**src/rtl/sus_pkg.sv**
```systemverilog
package sus_pkg;

    localparam int SEL_W   = 2;
    localparam int DLY_W   = 3;
    localparam int DLY_MAX = 4;
    localparam int CNT_W   = SEL_W + 1;
    localparam int EDGE_LIMIT = 1 << SEL_W;
    localparam int NUM_EV  = 3;

    localparam int EV_DONE = 0;
    localparam int EV_GSR  = 1;
    localparam int EV_IOE  = 2;

    typedef enum logic [1:0] {
        SQ_IDLE = 2'd0,
        SQ_RUN  = 2'd1,
        SQ_FIN  = 2'd2
    } seq_state_t;

    typedef enum logic [1:0] {
        EV_WAIT  = 2'd0,
        EV_ARMED = 2'd1,
        EV_HOLD  = 2'd2,
        EV_FIRED = 2'd3
    } ev_state_t;

    typedef struct packed {
        logic             follow;
        logic [SEL_W-1:0] edge_sel;
        logic             sync;
        logic [DLY_W-1:0] dly;
    } ev_cfg_t;

endpackage

```
**src/rtl/sus_sync.sv**
```systemverilog
module sus_sync #(
    parameter int STAGES = 2
) (
    input  logic clk,
    input  logic rst_n,
    input  logic async_i,
    output logic sync_o
);
    logic [STAGES-1:0] chain_q;

    always_ff @(posedge clk or negedge rst_n) begin
        if (!rst_n) begin
            chain_q <= '0;
        end else begin
            chain_q <= {chain_q[STAGES-2:0], async_i};
        end
    end

    assign sync_o = chain_q[STAGES-1];
endmodule

```
**src/rtl/sus_edge_ctr.sv**
```systemverilog
module sus_edge_ctr
    import sus_pkg::*;
(
    input  logic             clk,
    input  logic             rst_n,
    input  logic             clr_i,
    input  logic             run_i,
    output logic [CNT_W-1:0] cnt_o
);
    localparam logic [CNT_W-1:0] LIMIT = CNT_W'(EDGE_LIMIT);

    logic [CNT_W-1:0] cnt_q;

    always_ff @(posedge clk or negedge rst_n) begin
        if (!rst_n) begin
            cnt_q <= '0;
        end else if (clr_i) begin
            cnt_q <= '0;
        end else if (run_i && cnt_q != LIMIT) begin
            cnt_q <= cnt_q + 1'b1;
        end
    end

    assign cnt_o = cnt_q;
endmodule

```
**src/rtl/sus_event.sv**
```systemverilog
module sus_event
    import sus_pkg::*;
(
    input  logic             clk,
    input  logic             rst_n,
    input  logic             clr_i,
    input  logic             run_i,
    input  logic [CNT_W-1:0] cnt_i,
    input  logic             pin_hi_i,
    input  ev_cfg_t          cfg_i,
    output logic             fired_o
);
    ev_state_t        state_q, state_d;
    logic [DLY_W-1:0] dcnt_q, dcnt_d;
    logic [DLY_W-1:0] eff_dly;
    logic             edge_hit;

    // Delay requests beyond the maximum are clamped.
    assign eff_dly  = (cfg_i.dly > DLY_W'(DLY_MAX)) ? DLY_W'(DLY_MAX) : cfg_i.dly;
    assign edge_hit = run_i && (cnt_i == {1'b0, cfg_i.edge_sel});

    always_comb begin
        state_d = state_q;
        dcnt_d  = dcnt_q;
        unique case (state_q)
            EV_WAIT: begin
                if (run_i && cfg_i.follow) begin
                    if (pin_hi_i) begin
                        state_d = EV_FIRED;
                    end
                end else if (edge_hit) begin
                    state_d = cfg_i.sync ? EV_ARMED : EV_FIRED;
                end
            end
            EV_ARMED: begin
                if (pin_hi_i) begin
                    if (eff_dly == '0) begin
                        state_d = EV_FIRED;
                    end else begin
                        state_d = EV_HOLD;
                        dcnt_d  = DLY_W'(1);
                    end
                end
            end
            EV_HOLD: begin
                if (dcnt_q == eff_dly) begin
                    state_d = EV_FIRED;
                end else begin
                    dcnt_d = dcnt_q + 1'b1;
                end
            end
            EV_FIRED: begin
                state_d = EV_FIRED;
            end
            default: begin
                state_d = EV_WAIT;
            end
        endcase
    end

    always_ff @(posedge clk or negedge rst_n) begin
        if (!rst_n) begin
            state_q <= EV_WAIT;
            dcnt_q  <= '0;
        end else if (clr_i) begin
            state_q <= EV_WAIT;
            dcnt_q  <= '0;
        end else begin
            state_q <= state_d;
            dcnt_q  <= dcnt_d;
        end
    end

    always_comb begin
        fired_o = (state_q == EV_FIRED);
    end
endmodule

```
**src/rtl/startup_sequencer.sv**
```systemverilog
module startup_sequencer
    import sus_pkg::*;
#(
    parameter int SYNC_STAGES = 2
) (
    input  logic       clk,
    input  logic       rst_n,
    input  logic       prog_i,
    input  logic       lc_met_i,
    input  logic       done_pin_i,
    input  logic [1:0] done_sel_i,
    input  logic [2:0] gsr_sel_i,
    input  logic [2:0] ioe_sel_i,
    input  logic       sync_en_i,
    input  logic [2:0] gsr_dly_i,
    input  logic [2:0] ioe_dly_i,
    output logic       done_rel_o,
    output logic       gsr_rel_o,
    output logic       ioe_en_o,
    output logic       finished_o
);
    seq_state_t       state_q, state_d;
    logic             pin_hi;
    logic             run;
    logic             start;
    logic [CNT_W-1:0] edge_cnt;
    logic [NUM_EV-1:0] fired;
    ev_cfg_t          cfg [NUM_EV];

    sus_sync #(.STAGES(SYNC_STAGES)) u_pin_sync (
        .clk     (clk),
        .rst_n   (rst_n),
        .async_i (done_pin_i),
        .sync_o  (pin_hi)
    );

    assign start = (state_q == SQ_IDLE) && lc_met_i && !prog_i;
    assign run   = (state_q == SQ_RUN);

    sus_edge_ctr u_edge_ctr (
        .clk   (clk),
        .rst_n (rst_n),
        .clr_i (start || prog_i),
        .run_i (run),
        .cnt_o (edge_cnt)
    );

    always_comb begin
        cfg[EV_DONE] = '{follow: 1'b0, edge_sel: done_sel_i, sync: 1'b0, dly: '0};
        cfg[EV_GSR]  = '{follow: gsr_sel_i[2], edge_sel: gsr_sel_i[1:0],
                         sync: sync_en_i, dly: gsr_dly_i};
        cfg[EV_IOE]  = '{follow: ioe_sel_i[2], edge_sel: ioe_sel_i[1:0],
                         sync: sync_en_i, dly: ioe_dly_i};
    end

    for (genvar g = 0; g < NUM_EV; g++) begin : g_ev
        sus_event u_ev (
            .clk      (clk),
            .rst_n    (rst_n),
            .clr_i    (prog_i),
            .run_i    (run),
            .cnt_i    (edge_cnt),
            .pin_hi_i (pin_hi),
            .cfg_i    (cfg[g]),
            .fired_o  (fired[g])
        );
    end

    always_comb begin
        state_d = state_q;
        unique case (state_q)
            SQ_IDLE: if (lc_met_i) state_d = SQ_RUN;
            SQ_RUN:  if (&fired)   state_d = SQ_FIN;
            SQ_FIN:  state_d = SQ_FIN;
            default: state_d = SQ_IDLE;
        endcase
        if (prog_i) begin
            state_d = SQ_IDLE;
        end
    end

    always_ff @(posedge clk or negedge rst_n) begin
        if (!rst_n) begin
            state_q <= SQ_IDLE;
        end else begin
            state_q <= state_d;
        end
    end

    always_comb begin
        done_rel_o = fired[EV_DONE];
        gsr_rel_o  = fired[EV_GSR];
        ioe_en_o   = fired[EV_IOE];
        finished_o = (state_q == SQ_FIN);
    end
endmodule

```
**config.mk**
```make
export PLATFORM = sky130hd
export DESIGN_NAME = startup_sequencer
export DESIGN_NICKNAME = d
export VERILOG_FILES = /design/src/rtl/sus_pkg.sv /design/src/rtl/sus_sync.sv /design/src/rtl/sus_edge_ctr.sv /design/src/rtl/sus_event.sv /design/src/rtl/startup_sequencer.sv
export SDC_FILE = /design/constraint.sdc
export NUM_CORES = 1
export LEC_CHECK = 0
export ABC_AREA = 1
export BUFFER_PORTS_ARGS = -buffer_cell sky130_fd_sc_hd__buf_2
export CORE_MARGIN = 3
export CORE_UTILIZATION = 58
export CTS_CLUSTER_SIZE = 40
export DETAILED_ROUTE_END_ITERATION = 8
export GPL_TIMING_DRIVEN = 0
export HOLD_SLACK_MARGIN = 0.15
export PLACE_DENSITY = 0.8
export SLEW_MARGIN = 20
export SYNTH_ARGS = -nofsm -noshare
export SYNTH_HDL_FRONTEND = slang
export SYNTH_HIERARCHICAL = 1
export SYNTH_SLANG_ARGS = --single-unit
```
**constraint.sdc**
```tcl
create_clock -name clk -period 1.92 [get_ports clk]
set_input_delay 0.096 -clock clk [delete_from_list [all_inputs] [get_ports clk]]
set_output_delay 0.096 -clock clk [all_outputs]
set_load 0.01 [all_outputs]
```
### Yosys cells after proc, flatten, opt, wreduce, memory -nomap -nowiden

Cells that the tools add are included.
W data, S select, Z words.

| storage, ports and cells | value |
|---|---|
| output and inout bits | 4 |
| bits in registers | 22 |
| bits of input ports | 20 |
| word-level logic and storage cells | 120 |

| cells by class | value |
|---|---|
| $add $sub $neg | 4 |
| equal/unequal tests | 35 |
| reductions and logical operators | 29 |
| $lt $le $gt $ge | 2 |
| mux-type cells | 41 |

Operators by type and width:

| operator | number |
|---|---|
| $mux W3 | 15 |
| $mux W2 | 18 |
| $ne A3 B3 Y1 const B | 10 |
| $pmux W2 S4 | 3 |
| $reduce_and A4 Y1 | 4 |
| $eq A2 B2 Y1 const B | 7 |
| $add A3 B1 Y3 const B | 4 |
| $ne A3 B2 Y1 const B | 4 |
| $pmux W3 S2 | 2 |
| $eq A3 B2 Y1 | 3 |
| $logic_not A3 Y1 | 3 |
| $eq A2 B1 Y1 const B | 4 |
| $logic_and A1 B1 Y1 | 8 |
| $logic_not A2 Y1 | 4 |
| $ne A4 B2 Y1 const B | 2 |
| $ne A4 B4 Y1 const B | 2 |
| $eq A3 B3 Y1 | 2 |
| $gt A3 B3 Y1 const B | 2 |
| $pmux W2 S3 | 1 |
| $reduce_and A3 Y1 | 2 |
| $reduce_bool A3 Y1 | 2 |
| $reduce_and A2 Y1 | 2 |
| $reduce_bool A2 Y1 | 2 |
| $mux W1 | 2 |
| 3 further kinds | 3 |

### Logic depth before layout (Yosys ltp)

| depth | value |
|---|---|
| depth after elaboration | 7 |
| depth in mapped cells | 10 |
| depth with buffers taken out | 10 |

### Hierarchy

The synthesis kept the hierarchy.

Modules (own cells, without submodules):

| module | times used | cells each | sequential area each (µm²) | area an instance (µm²) |
|---|---|---|---|---|
| sus_event | 3 | 75 | 125.1 | 435.4 |
| sus_edge_ctr | 1 | 25 | 75.1 | 188.9 |
| startup_sequencer | 1 | 26 | 50.0 | 183.9 |
| sus_sync | 1 | 2 | 50.0 | 50.0 |

### Worst setup path after synthesis

Ideal clock, no wire load.

| timing path | value |
|---|---|
| kind | flip-flop to flip-flop |
| start point | reg, netlist name state_q[1] |
| end point | reg g_ev[1].u_ev.state_q[0] |
| period minus slack after synthesis | 1369 ps |
| buffers on the path | 0 |
| cell stages (with the launch flop) | 11 |
| required time | 1853 ps |
| arrival time | 1302 ps |
| setup slack | 551 ps |
| library setup time | 67 ps |
| cell sequence | dfrtp_1 inv_1 ha_1 nand2_1 nor2_1 nand3_1 nand3_1 nand2_1 nor2_2 nand2_1 nand2_1 |

RTL lines:

| what | RTL line | RTL |
|---|---|---|
| end signal: assignment | sus_event.sv:69 | `state_q <= state_d;` |
| end: declaration | sus_event.sv:13 | `ev_state_t state_q, state_d;` |

==> out/qor.tcl <==
set qor(detail_route.first_pass.iterations) 5
set qor(r2r_setup_slack_ps) 280
set qor(core_um2) 2810
set qor(timing.rr.start) {state_q[1]}
set qor(synthMostInstantiatedCell) {sky130_fd_sc_hd__nand2_1}
set qor(async_flop_share) 1.00
set qor(cts_buffer_depth) 2
set qor(worst_reg2reg_path_endpoint) {g_ev[2].u_ev/state_q[0]}
set qor(synth_top_area_frac) 0.318
set qor(synth_area_leader_cell) {sky130_fd_sc_hd__dfrtp_1}
set qor(timing.hold.worst.start) {gsr_sel_i[2]}
set qor(worst_path_most_repeated_cell) {sky130_fd_sc_hd__nand2_1}
set qor(synth_top_cells_by_count) {sky130_fd_sc_hd__nand2_1 (91), sky130_fd_sc_hd__inv_1 (48), sky130_fd_sc_hd__nor2_1 (35)}
set qor(clock_skew_ps) 3.32
set qor(num-fill-cells) 244
set qor(worst_hold_path.num_cells) 5
set qor(crit_slowest_cell) {sky130_fd_sc_hd__dfrtp_1}
set qor(numCtsBuffers) 3
set qor(timing.critical_path.to_type) {flop}
set qor(initial_utilization) 0.616
set qor(max_ir_drop_vdd_mv) 0.603
set qor(rsz0062_at_grt) {no}
set qor(timing_max_transition_violations_final) 0
set qor(cts_num_sinks) 22
set qor(totalWireLength_mm) 3.31
set qor(critPathLaunchType) {flop}
set qor(numPortBuffers) 23
set qor(worst_skew_pair.late_latency_ps) 310
set qor(placedCellCount) 340
set qor(sequential_cell_area_um2) 551
set qor(count_of_standard_cell_rows) 19
set qor(cp.required_ps) 2180
set qor(critical_path_buf_inv_count) 2
set qor(max_cap_viol_count) 0
set qor(tritoncts) {yes}
set qor(antenna_cells_inserted) 0
set qor(multiInputGateArea_um2) 1000
set qor(cts.root.buffer_cell) {sky130_fd_sc_hd__clkbuf_4}
set qor(cp_max_fo) 12
set qor(worst_hold_path.endpoint) {g_ev[1].u_ev/state_q[1]}
set qor(chipHeight_um) 60.6
set qor(setup_total_negative_slack_ps) 0
set qor(run_status) {finished clean}
set qor(pre_cts_slack_ps) 318
set qor(layout.cells.non_filler) 348
set qor(ys_ff_latch) 22
set qor(fin_util) 0.709
set qor(mappedNetlistArea_um2) 1730
set qor(cts.htree.levels) 1
set qor(route.vias.total) 1662
set qor(chipWidth_um) 60.6
set qor(yosys-top-cells-area) {sky130_fd_sc_hd__dfrtp_1 (32%), sky130_fd_sc_hd__nand2_1 (20%), sky130_fd_sc_hd__inv_1 (10%), sky130_fd_sc_hd__nor2_1 (7.6%), sky130_fd_sc_hd__ha_1 (5.8%)}
set qor(antenna_found_initial) 0
set qor(fraction_of_layout_instances_using_a_drive_strength_above_1) 0.158
set qor(overall_global_routing_resource_usage) 0.206
set qor(ys_seq_area_frac) 0.318
set qor(pin_count_of_the_biggest_net_entering_global_routing) 23
set qor(final-setup-viol-count) 0
set qor(synth-edff-count) 0
set qor(io_pins) 24
set qor(worst_slack_ps) 280
set qor(r2r_cells) 10
set qor(avgSynthCellArea_um2) 6.22
set qor(post_synth_inst_count) 278
set qor(critPathTopFamily) {simple AND/OR/NAND/NOR gates}
set qor(drt-wirelength-per-cell_um) 9.50
set qor(hpwl_mm) 2.59
set qor(hold_slack_ps) 153
set qor(pwr_cell_area_nw_per_um2) 993
set qor(grt_pass1_vias) 1482
set qor(cp_slowest_stage_delay_ps) 410
set qor(drt-vias-per-instance) 4.78
set qor(detailedRoute.firstIterationViolations) 84
set qor(max_clock_freq_mhz) 610
set qor(yosysUniqueCellTypes) 19
set qor(worst-setup-path-type) {flop to flop}
set qor(leakage_nw) 1.13
set qor(timing.hold.worst.class) {input port to flop}
set qor(total_nets_final) 346
set qor(crit_path_cell_trace) {inv_1 > ha_1 > nand2_1 > inv_1 > nor2_1 > nand3_1 > nand2_1 > nor2_2 > nand2_1 > nand2_1}
set qor(grt_pass1_wl_mm) 5.89
set qor(globalplace.congestion) 0.851
set qor(timing.critical_path.arrival_ps) 1900
set qor(area.growth.synth_to_final_pct) 15.1
set qor(hold_violations) 0
set qor(synth-warning-count) 6
set qor(dominantRegCellSynth) {sky130_fd_sc_hd__dfrtp_1}
set qor(path_clk_slew_ps) 120
set qor(route.antenna.remaining_nets) 0
set qor(global_route.overflow_total) 0
set qor(design.die.area_um2) 3670
set qor(post_cts_resized) 0
set qor(layout_worst_path_cycle_share) 0.854
set qor(drc) 0
set qor(period_minus_ws_final_ps) 1640
cell families after synthesis:
logic type,share of synthesized area
simple gates,0.413
buf+inv,0.119
fa+ha+maj,0.0579
flops,0.318
compound gates,0.0890
other cells,0.00217
worst max-delay path by stage:
stage / startpoint / end / slack [ps] / depth (start not counted)
after global routing: state_q[1] / g_ev[2].u_ev/state_q[0] / 80 / 10
after floorplan: state_q[1] / g_ev[1].u_ev/state_q[0] / 550 / 10
after CTS: state_q[1] / g_ev[2].u_ev/state_q[0] / 290 / 10
after detailed placement: state_q[1] / g_ev[2].u_ev/state_q[0] / 320 / 10
after global placement: state_q[1] / g_ev[1].u_ev/state_q[1] / 340 / 10
final: state_q[1] / g_ev[2].u_ev/state_q[0] / 280 / 10
cells in the final DEF (no fill, tap or decap), drive strengths merged:
master and instances:
nand2 98, inv 51, nor2 39, buf 23
dfrtp 22, nand3 20, o21ai 13, conb 9
ha 8, nand4 8, a21oi 8, dlygate4sd3 4
clkbuf 4, clkinv 3, a31oi 3, nor3b 3
o21bai 1
through the flow:
step / cell area [um2] / total power [mW]
after CTS: 1990 / 1.98
after floorplan: 1760 / 1.49
after global routing: 1990 / 2.20
after global placement: 1910 / 1.69
final: 1990 / 1.98
after detailed placement: 1910 / 1.71
power breakdown:
| group | leakage [nW] | internal, mW | switching (mW) |
|---|---|---|---|
| registers | 0.286 | 0.598 | 0.156 |
| logic | 0.822 | 0.350 | 0.611 |
| clock network | 0.0210 | 0.116 | 0.146 |
final cells by class:
class	instances	area share
clock buffers	4	0.0182
well taps	31	0.0195
inverters	54	0.104
flip-flops and latches	22	0.277
repair buffers	27	0.0780
multi-input cells	210	0.504
sequential cells by signal, indices dropped and copies added (netlist names):
register and flops:
u_pin_sync/chain_q 2, state_q 2, g_ev.u_ev/state_q 6, g_ev.u_ev/dcnt_q 9, u_edge_ctr/cnt_o 3
metal layers:
metal  global-route usage  vias to the layer above  share of wire
li1                     -                      924              -
met1                0.289                      712           0.52
met2                0.334                       24           0.44
met3               0.0277                        2          0.036
met4               0.0557                        0         0.0054
met5                    0                        -              0
worst min-delay path, stage by stage:
cell	delay (ps)
sky130_fd_sc_hd__buf_2	100
sky130_fd_sc_hd__nand2_1	60
sky130_fd_sc_hd__a31oi_1	70
sky130_fd_sc_hd__nand2_1	60
sky130_fd_sc_hd__nand2_1	40
repair_timing:
| item | in CTS | in global routing |
|---|---|---|
| setup buffers | 0 | 0 |
| setup endpoints to repair | 0 | 0 |
| endpoints found under the hold margin | 26 | 0 |
| hold buffers | 4 | 0 |
Note: power is estimated with default switching activity, not from simulation.
